File: config.mk
export PLATFORM = sky130hd
export DESIGN_NAME = entry_guard
export DESIGN_NICKNAME = d
export VERILOG_FILES = /design/src/rtl/entry_guard_pkg.sv /design/src/rtl/entry_guard_ctl.sv /design/src/rtl/entry_guard_dp.sv /design/src/rtl/entry_guard.sv
export SDC_FILE = /design/constraint.sdc
export NUM_CORES = 1
export LEC_CHECK = 0
export BUFFER_PORTS_ARGS = -buffer_cell sky130_fd_sc_hd__buf_2
export CAP_MARGIN = 20
export CORE_AREA = 8 8 155 157
export DETAILED_ROUTE_END_ITERATION = 8
export DIE_AREA = 0 0 163 165
export GPL_TIMING_DRIVEN = 0
export PLACE_DENSITY = 0.48
export REMOVE_ABC_BUFFERS = 1
export SLEW_MARGIN = 20
export SYNTH_ARGS = -nofsm -noshare
export SYNTH_HDL_FRONTEND = slang
export SYNTH_SLANG_ARGS = --single-unit
File: constraint.sdc
create_clock -name clk -period 3.55 [get_ports clk]
set_input_delay 0.71 -clock clk [delete_from_list [all_inputs] [get_ports clk]]
set_output_delay 0.71 -clock clk [all_outputs]
set_load 0.005 [all_outputs]
File: src/rtl/entry_guard_pkg.sv
package entry_guard_pkg;

  localparam int CODE_W = 5;
  localparam int NCHK   = 13;

  typedef enum logic [1:0] {
    FC_NONE = 2'd0,
    FC_GP   = 2'd1,
    FC_PF   = 2'd2
  } faultClass_e;

  // check indices, in priority order (lowest wins)
  localparam logic [CODE_W-1:0] CK_ALIGN    = 5'd1;
  localparam logic [CODE_W-1:0] CK_MVALID   = 5'd2;
  localparam logic [CODE_W-1:0] CK_MBLOCK   = 5'd3;
  localparam logic [CODE_W-1:0] CK_MIDENT   = 5'd4;
  localparam logic [CODE_W-1:0] CK_MDIRTY   = 5'd5;
  localparam logic [CODE_W-1:0] CK_FLAGRSV  = 5'd6;
  localparam logic [CODE_W-1:0] CK_INIT     = 5'd7;
  localparam logic [CODE_W-1:0] CK_MODE     = 5'd8;
  localparam logic [CODE_W-1:0] CK_FXSR     = 5'd9;
  localparam logic [CODE_W-1:0] CK_MASK     = 5'd10;
  localparam logic [CODE_W-1:0] CK_NOTIFY   = 5'd11;
  localparam logic [CODE_W-1:0] CK_FRAME    = 5'd12;
  localparam logic [CODE_W-1:0] CK_ACTIVE   = 5'd13;

  typedef struct packed {
    logic capture;
    logic clear;
  } guardCtl_t;

  function automatic faultClass_e classOf(input logic [CODE_W-1:0] code);
    if (code == '0)
      return FC_NONE;
    else if (code >= CK_MVALID && code <= CK_MDIRTY)
      return FC_PF;
    else
      return FC_GP;
  endfunction

endpackage

File: src/rtl/entry_guard_ctl.sv
module entry_guard_ctl
  import entry_guard_pkg::*;
(
  input  logic      clk,
  input  logic      rst_n,
  input  logic      checkStrobe,
  output guardCtl_t ctl,
  output logic      checkDone
);

  always_comb begin
    ctl.capture = checkStrobe;
    ctl.clear   = ~checkStrobe;
  end

  always_ff @(posedge clk) begin
    if (!rst_n) checkDone <= 1'b0;
    else        checkDone <= checkStrobe;
  end

endmodule

File: src/rtl/entry_guard_dp.sv
module entry_guard_dp
  import entry_guard_pkg::*;
#(
  parameter int ADDR_W    = 64,
  parameter int FLAG_W    = 64,
  parameter int IDX_W     = 32,
  parameter int MASK_W    = 64,
  parameter int TYPE_W    = 8,
  parameter int PAGE_BITS = 12,
  parameter logic [TYPE_W-1:0] CTRL_PAGE_TYPE = 8'h01
)(
  input  logic              clk,
  input  logic              rst_n,
  input  guardCtl_t         ctl,
  input  logic [ADDR_W-1:0] ctrlAddr,
  input  logic [FLAG_W-1:0] flagsWord,
  input  logic [IDX_W-1:0]  frameIdx,
  input  logic [IDX_W-1:0]  frameCount,
  input  logic              threadActive,
  input  logic              regionInit,
  input  logic              regionMode64,
  input  logic [MASK_W-1:0] regionMask,
  input  logic              regionNotify,
  input  logic              longModeActive,
  input  logic              codeSegLong,
  input  logic              osFxsrEn,
  input  logic              osExtSaveEn,
  input  logic [MASK_W-1:0] featureReg,
  input  logic              metaValid,
  input  logic              metaBlocked,
  input  logic              metaPending,
  input  logic              metaModified,
  input  logic [TYPE_W-1:0] metaType,
  input  logic [ADDR_W-1:0] metaOwner,
  output logic              entryPass,
  output logic [1:0]        faultClass,
  output logic [CODE_W-1:0] faultCode
);

  localparam int OPTIN_BIT  = 0;
  localparam int NOTIFY_BIT = 1;
  localparam logic [FLAG_W-1:0] FLAG_KEEP   = FLAG_W'(2'b11);
  localparam logic [MASK_W-1:0] LEGACY_MASK = MASK_W'(2'b11);

  logic [NCHK:1]      failVec;
  logic [CODE_W-1:0]  firstCode;
  logic               cpuMode64;
  logic               maskOk;

  assign cpuMode64 = longModeActive & codeSegLong;
  assign maskOk    = osExtSaveEn ? ((regionMask & featureReg) == regionMask)
                                 : (regionMask == LEGACY_MASK);

  always_comb begin
    failVec             = '0;
    failVec[CK_ALIGN]   = |ctrlAddr[PAGE_BITS-1:0];
    failVec[CK_MVALID]  = ~metaValid;
    failVec[CK_MBLOCK]  = metaBlocked;
    failVec[CK_MIDENT]  = (metaOwner != ctrlAddr) || (metaType != CTRL_PAGE_TYPE);
    failVec[CK_MDIRTY]  = metaPending | metaModified;
    failVec[CK_FLAGRSV] = |(flagsWord & ~FLAG_KEEP);
    failVec[CK_INIT]    = ~regionInit;
    failVec[CK_MODE]    = cpuMode64 ^ regionMode64;
    failVec[CK_FXSR]    = ~osFxsrEn;
    failVec[CK_MASK]    = ~maskOk;
    failVec[CK_NOTIFY]  = ~flagsWord[OPTIN_BIT] & (flagsWord[NOTIFY_BIT] ^ regionNotify);
    failVec[CK_FRAME]   = (frameIdx >= frameCount);
    failVec[CK_ACTIVE]  = threadActive;
  end

  // lowest-numbered failing check wins
  always_comb begin
    firstCode = '0;
    for (int k = NCHK; k >= 1; k--) begin
      if (failVec[k]) firstCode = CODE_W'(k);
    end
  end

  always_ff @(posedge clk) begin
    if (!rst_n || ctl.clear) begin
      entryPass  <= 1'b0;
      faultClass <= FC_NONE;
      faultCode  <= '0;
    end else if (ctl.capture) begin
      entryPass  <= (firstCode == '0);
      faultClass <= classOf(firstCode);
      faultCode  <= firstCode;
    end
  end

endmodule

File: src/rtl/entry_guard.sv
module entry_guard
  import entry_guard_pkg::*;
#(
  parameter int ADDR_W    = 64,
  parameter int FLAG_W    = 64,
  parameter int IDX_W     = 32,
  parameter int MASK_W    = 64,
  parameter int TYPE_W    = 8,
  parameter int PAGE_BITS = 12
)(
  input  logic              clk,
  input  logic              rst_n,
  input  logic              checkStrobe,
  input  logic [ADDR_W-1:0] ctrlAddr,
  input  logic [FLAG_W-1:0] flagsWord,
  input  logic [IDX_W-1:0]  frameIdx,
  input  logic [IDX_W-1:0]  frameCount,
  input  logic              threadActive,
  input  logic              regionInit,
  input  logic              regionMode64,
  input  logic [MASK_W-1:0] regionMask,
  input  logic              regionNotify,
  input  logic              longModeActive,
  input  logic              codeSegLong,
  input  logic              osFxsrEn,
  input  logic              osExtSaveEn,
  input  logic [MASK_W-1:0] featureReg,
  input  logic              metaValid,
  input  logic              metaBlocked,
  input  logic              metaPending,
  input  logic              metaModified,
  input  logic [TYPE_W-1:0] metaType,
  input  logic [ADDR_W-1:0] metaOwner,
  output logic              checkDone,
  output logic              entryPass,
  output logic [1:0]        faultClass,
  output logic [4:0]        faultCode
);

  guardCtl_t ctl;

  entry_guard_ctl u_ctl (
    .clk         (clk),
    .rst_n       (rst_n),
    .checkStrobe (checkStrobe),
    .ctl         (ctl),
    .checkDone   (checkDone)
  );

  entry_guard_dp #(
    .ADDR_W(ADDR_W), .FLAG_W(FLAG_W), .IDX_W(IDX_W),
    .MASK_W(MASK_W), .TYPE_W(TYPE_W), .PAGE_BITS(PAGE_BITS)
  ) u_dp (
    .clk            (clk),
    .rst_n          (rst_n),
    .ctl            (ctl),
    .ctrlAddr       (ctrlAddr),
    .flagsWord      (flagsWord),
    .frameIdx       (frameIdx),
    .frameCount     (frameCount),
    .threadActive   (threadActive),
    .regionInit     (regionInit),
    .regionMode64   (regionMode64),
    .regionMask     (regionMask),
    .regionNotify   (regionNotify),
    .longModeActive (longModeActive),
    .codeSegLong    (codeSegLong),
    .osFxsrEn       (osFxsrEn),
    .osExtSaveEn    (osExtSaveEn),
    .featureReg     (featureReg),
    .metaValid      (metaValid),
    .metaBlocked    (metaBlocked),
    .metaPending    (metaPending),
    .metaModified   (metaModified),
    .metaType       (metaType),
    .metaOwner      (metaOwner),
    .entryPass      (entryPass),
    .faultClass     (faultClass),
    .faultCode      (faultCode)
  );

endmodule

# Yosys cells after proc, flatten, opt, wreduce, memory -nomap -nowiden
# Cells that the tools add are included.
# Widths: inputs -> output; s select.
[word_totals]
regBits = 9
in_bits = 407
output_inout_bits = 9
wordCells = 42
[classes]
n_lt_le_gt_ge = 3
n_eq_ne = 4
n_mux = 16
bitwise = 8
n_reduce_logical = 7
[ops]
columns = ["cell", "n"]
rows = [
  ["$and 64x64->64", 1],
  ["$eq 64x2->1 const B", 1],
  ["$eq 64x64->1", 1],
  ["$ne 64x64->1", 1],
  ["$reduce_or 62->1", 1],
  ["$mux 4", 13],
  ["$ge 32x32->1", 1],
  ["$reduce_or 12->1", 1],
  ["$ne 8x1->1 const B", 1],
  ["$logic_not 5->1", 1],
  ["$ge 4x2->1 const B", 1],
  ["$le 4x3->1 const B", 1],
  ["$mux 2", 2],
  ["$and 1x1->1", 2],
  ["$logic_or 1x1->1", 2],
  ["$not 1->1", 2],
  ["$xor 1x1->1", 2],
  ["$logic_and 1x1->1", 1],
  ["$logic_not 1->1", 1],
  ["$mux 1", 1],
  ["$or 1x1->1", 1],
]

# Longest topological paths before layout
[depth]
ltp_word = 17
ltp_mapped = 10

# Hierarchy
# From an unflattened synthesis, not the netlist that was laid out.
[unflattened]
hier_cells = 432
area_unflattened_um2 = 3011.6
[by_module_without_submodules]
columns = ["mod", "instances", "cells_each", "area_each_um2"]
rows = [
  ["entry_guard_dp", 1, 428, 2974.1],
  ["entry_guard_ctl", 1, 4, 37.5],
]

# Least setup slack after synthesis
# No wires, ideal clock.
[synth_timing]
path_type = "input-to-reg"
startpoint = "in frameIdx[0]"
endpoint = "reg u_dp.entryPass"
setup_time_ps = 61
arrival_ps = 2620
t_required_ps = 3489
path_slack_ps = 869
cell_stages = 10
n_path_buf = 0
path_cell_list = "inv_1 -> ha_1 -> nand2b_4 -> a2111oi_4 -> o32a_1 -> a31oi_1 -> or3_4 -> nor3b_2 -> a211o_1 -> and4_1"
[synth_via]
elab_chain_len = 14
[synth_lines]
columns = ["element", "line_no", "source"]
rows = [
  ["start, declared", "entry_guard.sv:16", "input logic [IDX_W-1:0] frameIdx,"],
  ["$ge 32x32->1", "entry_guard_dp.sv:67", "failVec[CK_FRAME] = (frameIdx >= frameCount);"],
  ["$mux 4 (12 in a row)", "entry_guard_dp.sv:75", "if (failVec[k]) firstCode = CODE_W'(k);"],
  ["$logic_not 5->1", "entry_guard_dp.sv:85", "entryPass <= (firstCode == '0);"],
  ["end signal, assigned", "entry_guard_dp.sv:85", ""],
  ["end, declared", "entry_guard_dp.sv:35", "output logic entryPass,"],
]
# No other way between the ends.
# A chain may end at the register's enable or synchronous reset.

# Final worst setup path
[layout_timing]
startpoint = "in metaType[1]"
endpoint = "reg u_dp.entryPass"
[layout_via]
elab_chain_len = 7
[layout_lines]
columns = ["element", "line_no", "source"]
rows = [
  ["start, declared", "entry_guard.sv:32", "input logic [TYPE_W-1:0] metaType,"],
  ["$ne 8x1->1", "entry_guard_dp.sv:59", "failVec[CK_MIDENT] = (metaOwner != ctrlAddr) || (metaType != CTRL_PAGE_TYPE);"],
  ["$logic_or 1x1->1", "entry_guard_dp.sv:59", ""],
  ["$mux 4 (4 in a row)", "entry_guard_dp.sv:75", ""],
  ["$logic_not 5->1", "entry_guard_dp.sv:85", ""],
]
# No other way between the ends.

==> flow_summary.json <==
{
  "grt_pass1_wl_um": 28000,
  "core_area_mm2": 0.0215,
  "clock_path_buffers": 2,
  "ys.flop_type": "dfxtp_1",
  "cts_resized": 0,
  "viasPerCell": 4.08,
  "grt_overflow": 0,
  "clock_sinks": 8,
  "critical_path_class": "in2reg",
  "syn_area_mm2": 0.00278,
  "yosysMostFrequentCell": "inv_1",
  "drc": 0,
  "tightest_slew_ps": 670,
  "pwr_density_cell_mw_per_mm2": 146,
  "synth-edff-count": 0,
  "cts_tree": "done",
  "slew_viol_final": 0,
  "synth_seq_area_share_pct": 5.77,
  "routed_wirelength_um": 20300,
  "hp-class": "in2reg",
  "slew_headroom_pct": 54.2,
  "period_minus_slack_ps": 2910,
  "ys_seq_elements": 8,
  "setup_viol": 0,
  "io_pins": 416,
  "grt_max_degree": 9,
  "power.leakage_nw": 2.88,
  "total_power_mw": 0.770,
  "synth.area.top_cells": "xnor2_1 (16%), ha_1 (14%), inv_1 (11%), nor4_1 (9.9%), dfxtp_1 (5.8%)",
  "cts_hold_buf": 0,
  "cp_max_fo": 3,
  "cp.arrival_ps": 3080,
  "drtAntennaViolNets": 0,
  "synthCells": 400,
  "cp-start-kind": "primary input",
  "place_area_mm2": 0.00520,
  "synth_cell_types": 41,
  "yosys-top-cells-count": "inv_1 (82), xnor2_1 (51), nor4_1 (44)",
  "die_area_mm2": 0.0269,
  "wl_per_cell_um": 18.4,
  "initial_core_util_pct": 12.9,
  "die_h_um": 165,
  "path_clk_slew_ps": 30,
  "cp-startpoint": "metaType[1]",
  "end_kind": "register",
  "yosys_warnings": 0,
  "required_ps": 3720,
  "antenna_found_initial": 3,
  "num_rows": 54,
  "ctsHtreeMaxLevel": 1,
  "synth.avg_cell_area_um2": 6.94,
  "vias": 4482,
  "fin_area_mm2": 0.00528,
  "tns_ps": 0,
  "grt_util_all_layers_pct": 13.7,
  "max_freq_ghz": 0.344,
  "dp_hpwl_um": 19600,
  "post_cts_buffers": 0,
  "die_x_um": 163,
  "worstHoldStart": "osFxsrEn",
  "layout_worst_path_cycle_share_pct": 81.8,
  "ir_drop_mv": 0.104,
  "final_hold_viol_count": 0,
  "port_buffers": 414,
  "holdPathStages": 3,
  "async_flop_share_pct": 0,
  "grt_pass1_vias": 5098,
  "status": "finished clean",
  "dr.pass1.iters": 4,
  "drt-initial-drc-count": 147,
  "synth_top_area_share_pct": 16.1,
  "cap_violations": 0,
  "cts-buffers-inserted": 3,
  "rsz0062_at_grt": "false",
  "layout.nets": 1257,
  "drive_gt1_share_pct": 52.7,
  "gp_congestion": 0.929,
  "synth_area_leader_cell": "xnor2_1",
  "cts_root_buf": "clkbuf_16",
  "syn_to_final_growth_pct": 90.1
}
-- cells by family after synthesis --
| family | share of synthesized area [%] |
|---|---|
| flip-flops | 5.77 |
| XOR/XNOR | 20.8 |
| AO/OA/AOI/OAI | 15.9 |
| adder cells (fa/ha/maj) | 14.4 |
| AND/OR/NAND/NOR | 31.6 |
| buffers and inverters | 11.4 |
| other | 0.135 |
-- final timing paths --
kind | slack, ps | end
setup / recovery | 640 | u_dp.entryPass
hold / removal | 790 | u_dp.faultCode[2]
-- worst max-delay path, cell delays in order --
cell,delay [ps]
buf_2,100
nor4b_1,620
nand4_1,160
nor3_1,290
nand4_1,210
nor4_1,440
and2b_1,230
a211o_1,150
and4_1,180
-- power by group --
| group | internal (mW) | switching (mW) | total [mW] |
|---|---|---|---|
| Clock | 0.145 | 0.0417 | 0.187 |
| Sequential | 0.0922 | 0.000305 | 0.0925 |
| Combinational | 0.275 | 0.216 | 0.491 |
| Total | 0.512 | 0.258 | 0.770 |
-- registers in the layout (all words and copies together), names as in the netlist --
register         cells
u_dp.entryPass       1
u_dp.faultClass      2
u_dp.faultCode       4
u_ctl.checkDone      1
-- cells in the final DEF (no fill, tap or decap), drive strengths merged, types with 9 or more instances in the layout --
cell,count
a21oi,13
buf,414
ha,32
inv,82
nand2,16
nand2b,18
nand4,24
nor2,12
nor4,45
o21ai,9
o22ai,20
xnor2,51
xor2,15
-- per-stage QoR --
stage / hold slack (ps) / worst slack (ps) / cells / utilization, %
global placement: 1020 / 47.4 / 1093 / 24.2
finish: 786 / 645 / 1099 / 24.6
CTS: 785 / 285 / 1096 / 24.5
global route: 816 / 238 / 1098 / 24.6
detailed placement: 1020 / 62.1 / 1093 / 24.2
floorplan: 871 / 869 / 399 / -
-- layout make-up --
type / instances / area, µm²
Antenna cell: 3 / 7.51
Clock buffer: 3 / 75.1
Fill cell: 2482 / 16200
Inverter: 82 / 308
Multi-Input combinational cell: 309 / 2310
Sequential cell: 8 / 160
Tap cell: 280 / 350
Timing Repair Buffer: 414 / 2070
-- metal layers --
layer,wire length (µm),GRT usage (%),share of wire [%]
met5,13,0,0.064
met4,490,4.05,2.4
met3,2100,4.29,10
met2,10900,27.3,54
met1,6730,13.0,33
Power figures use the tool's default switching activity.
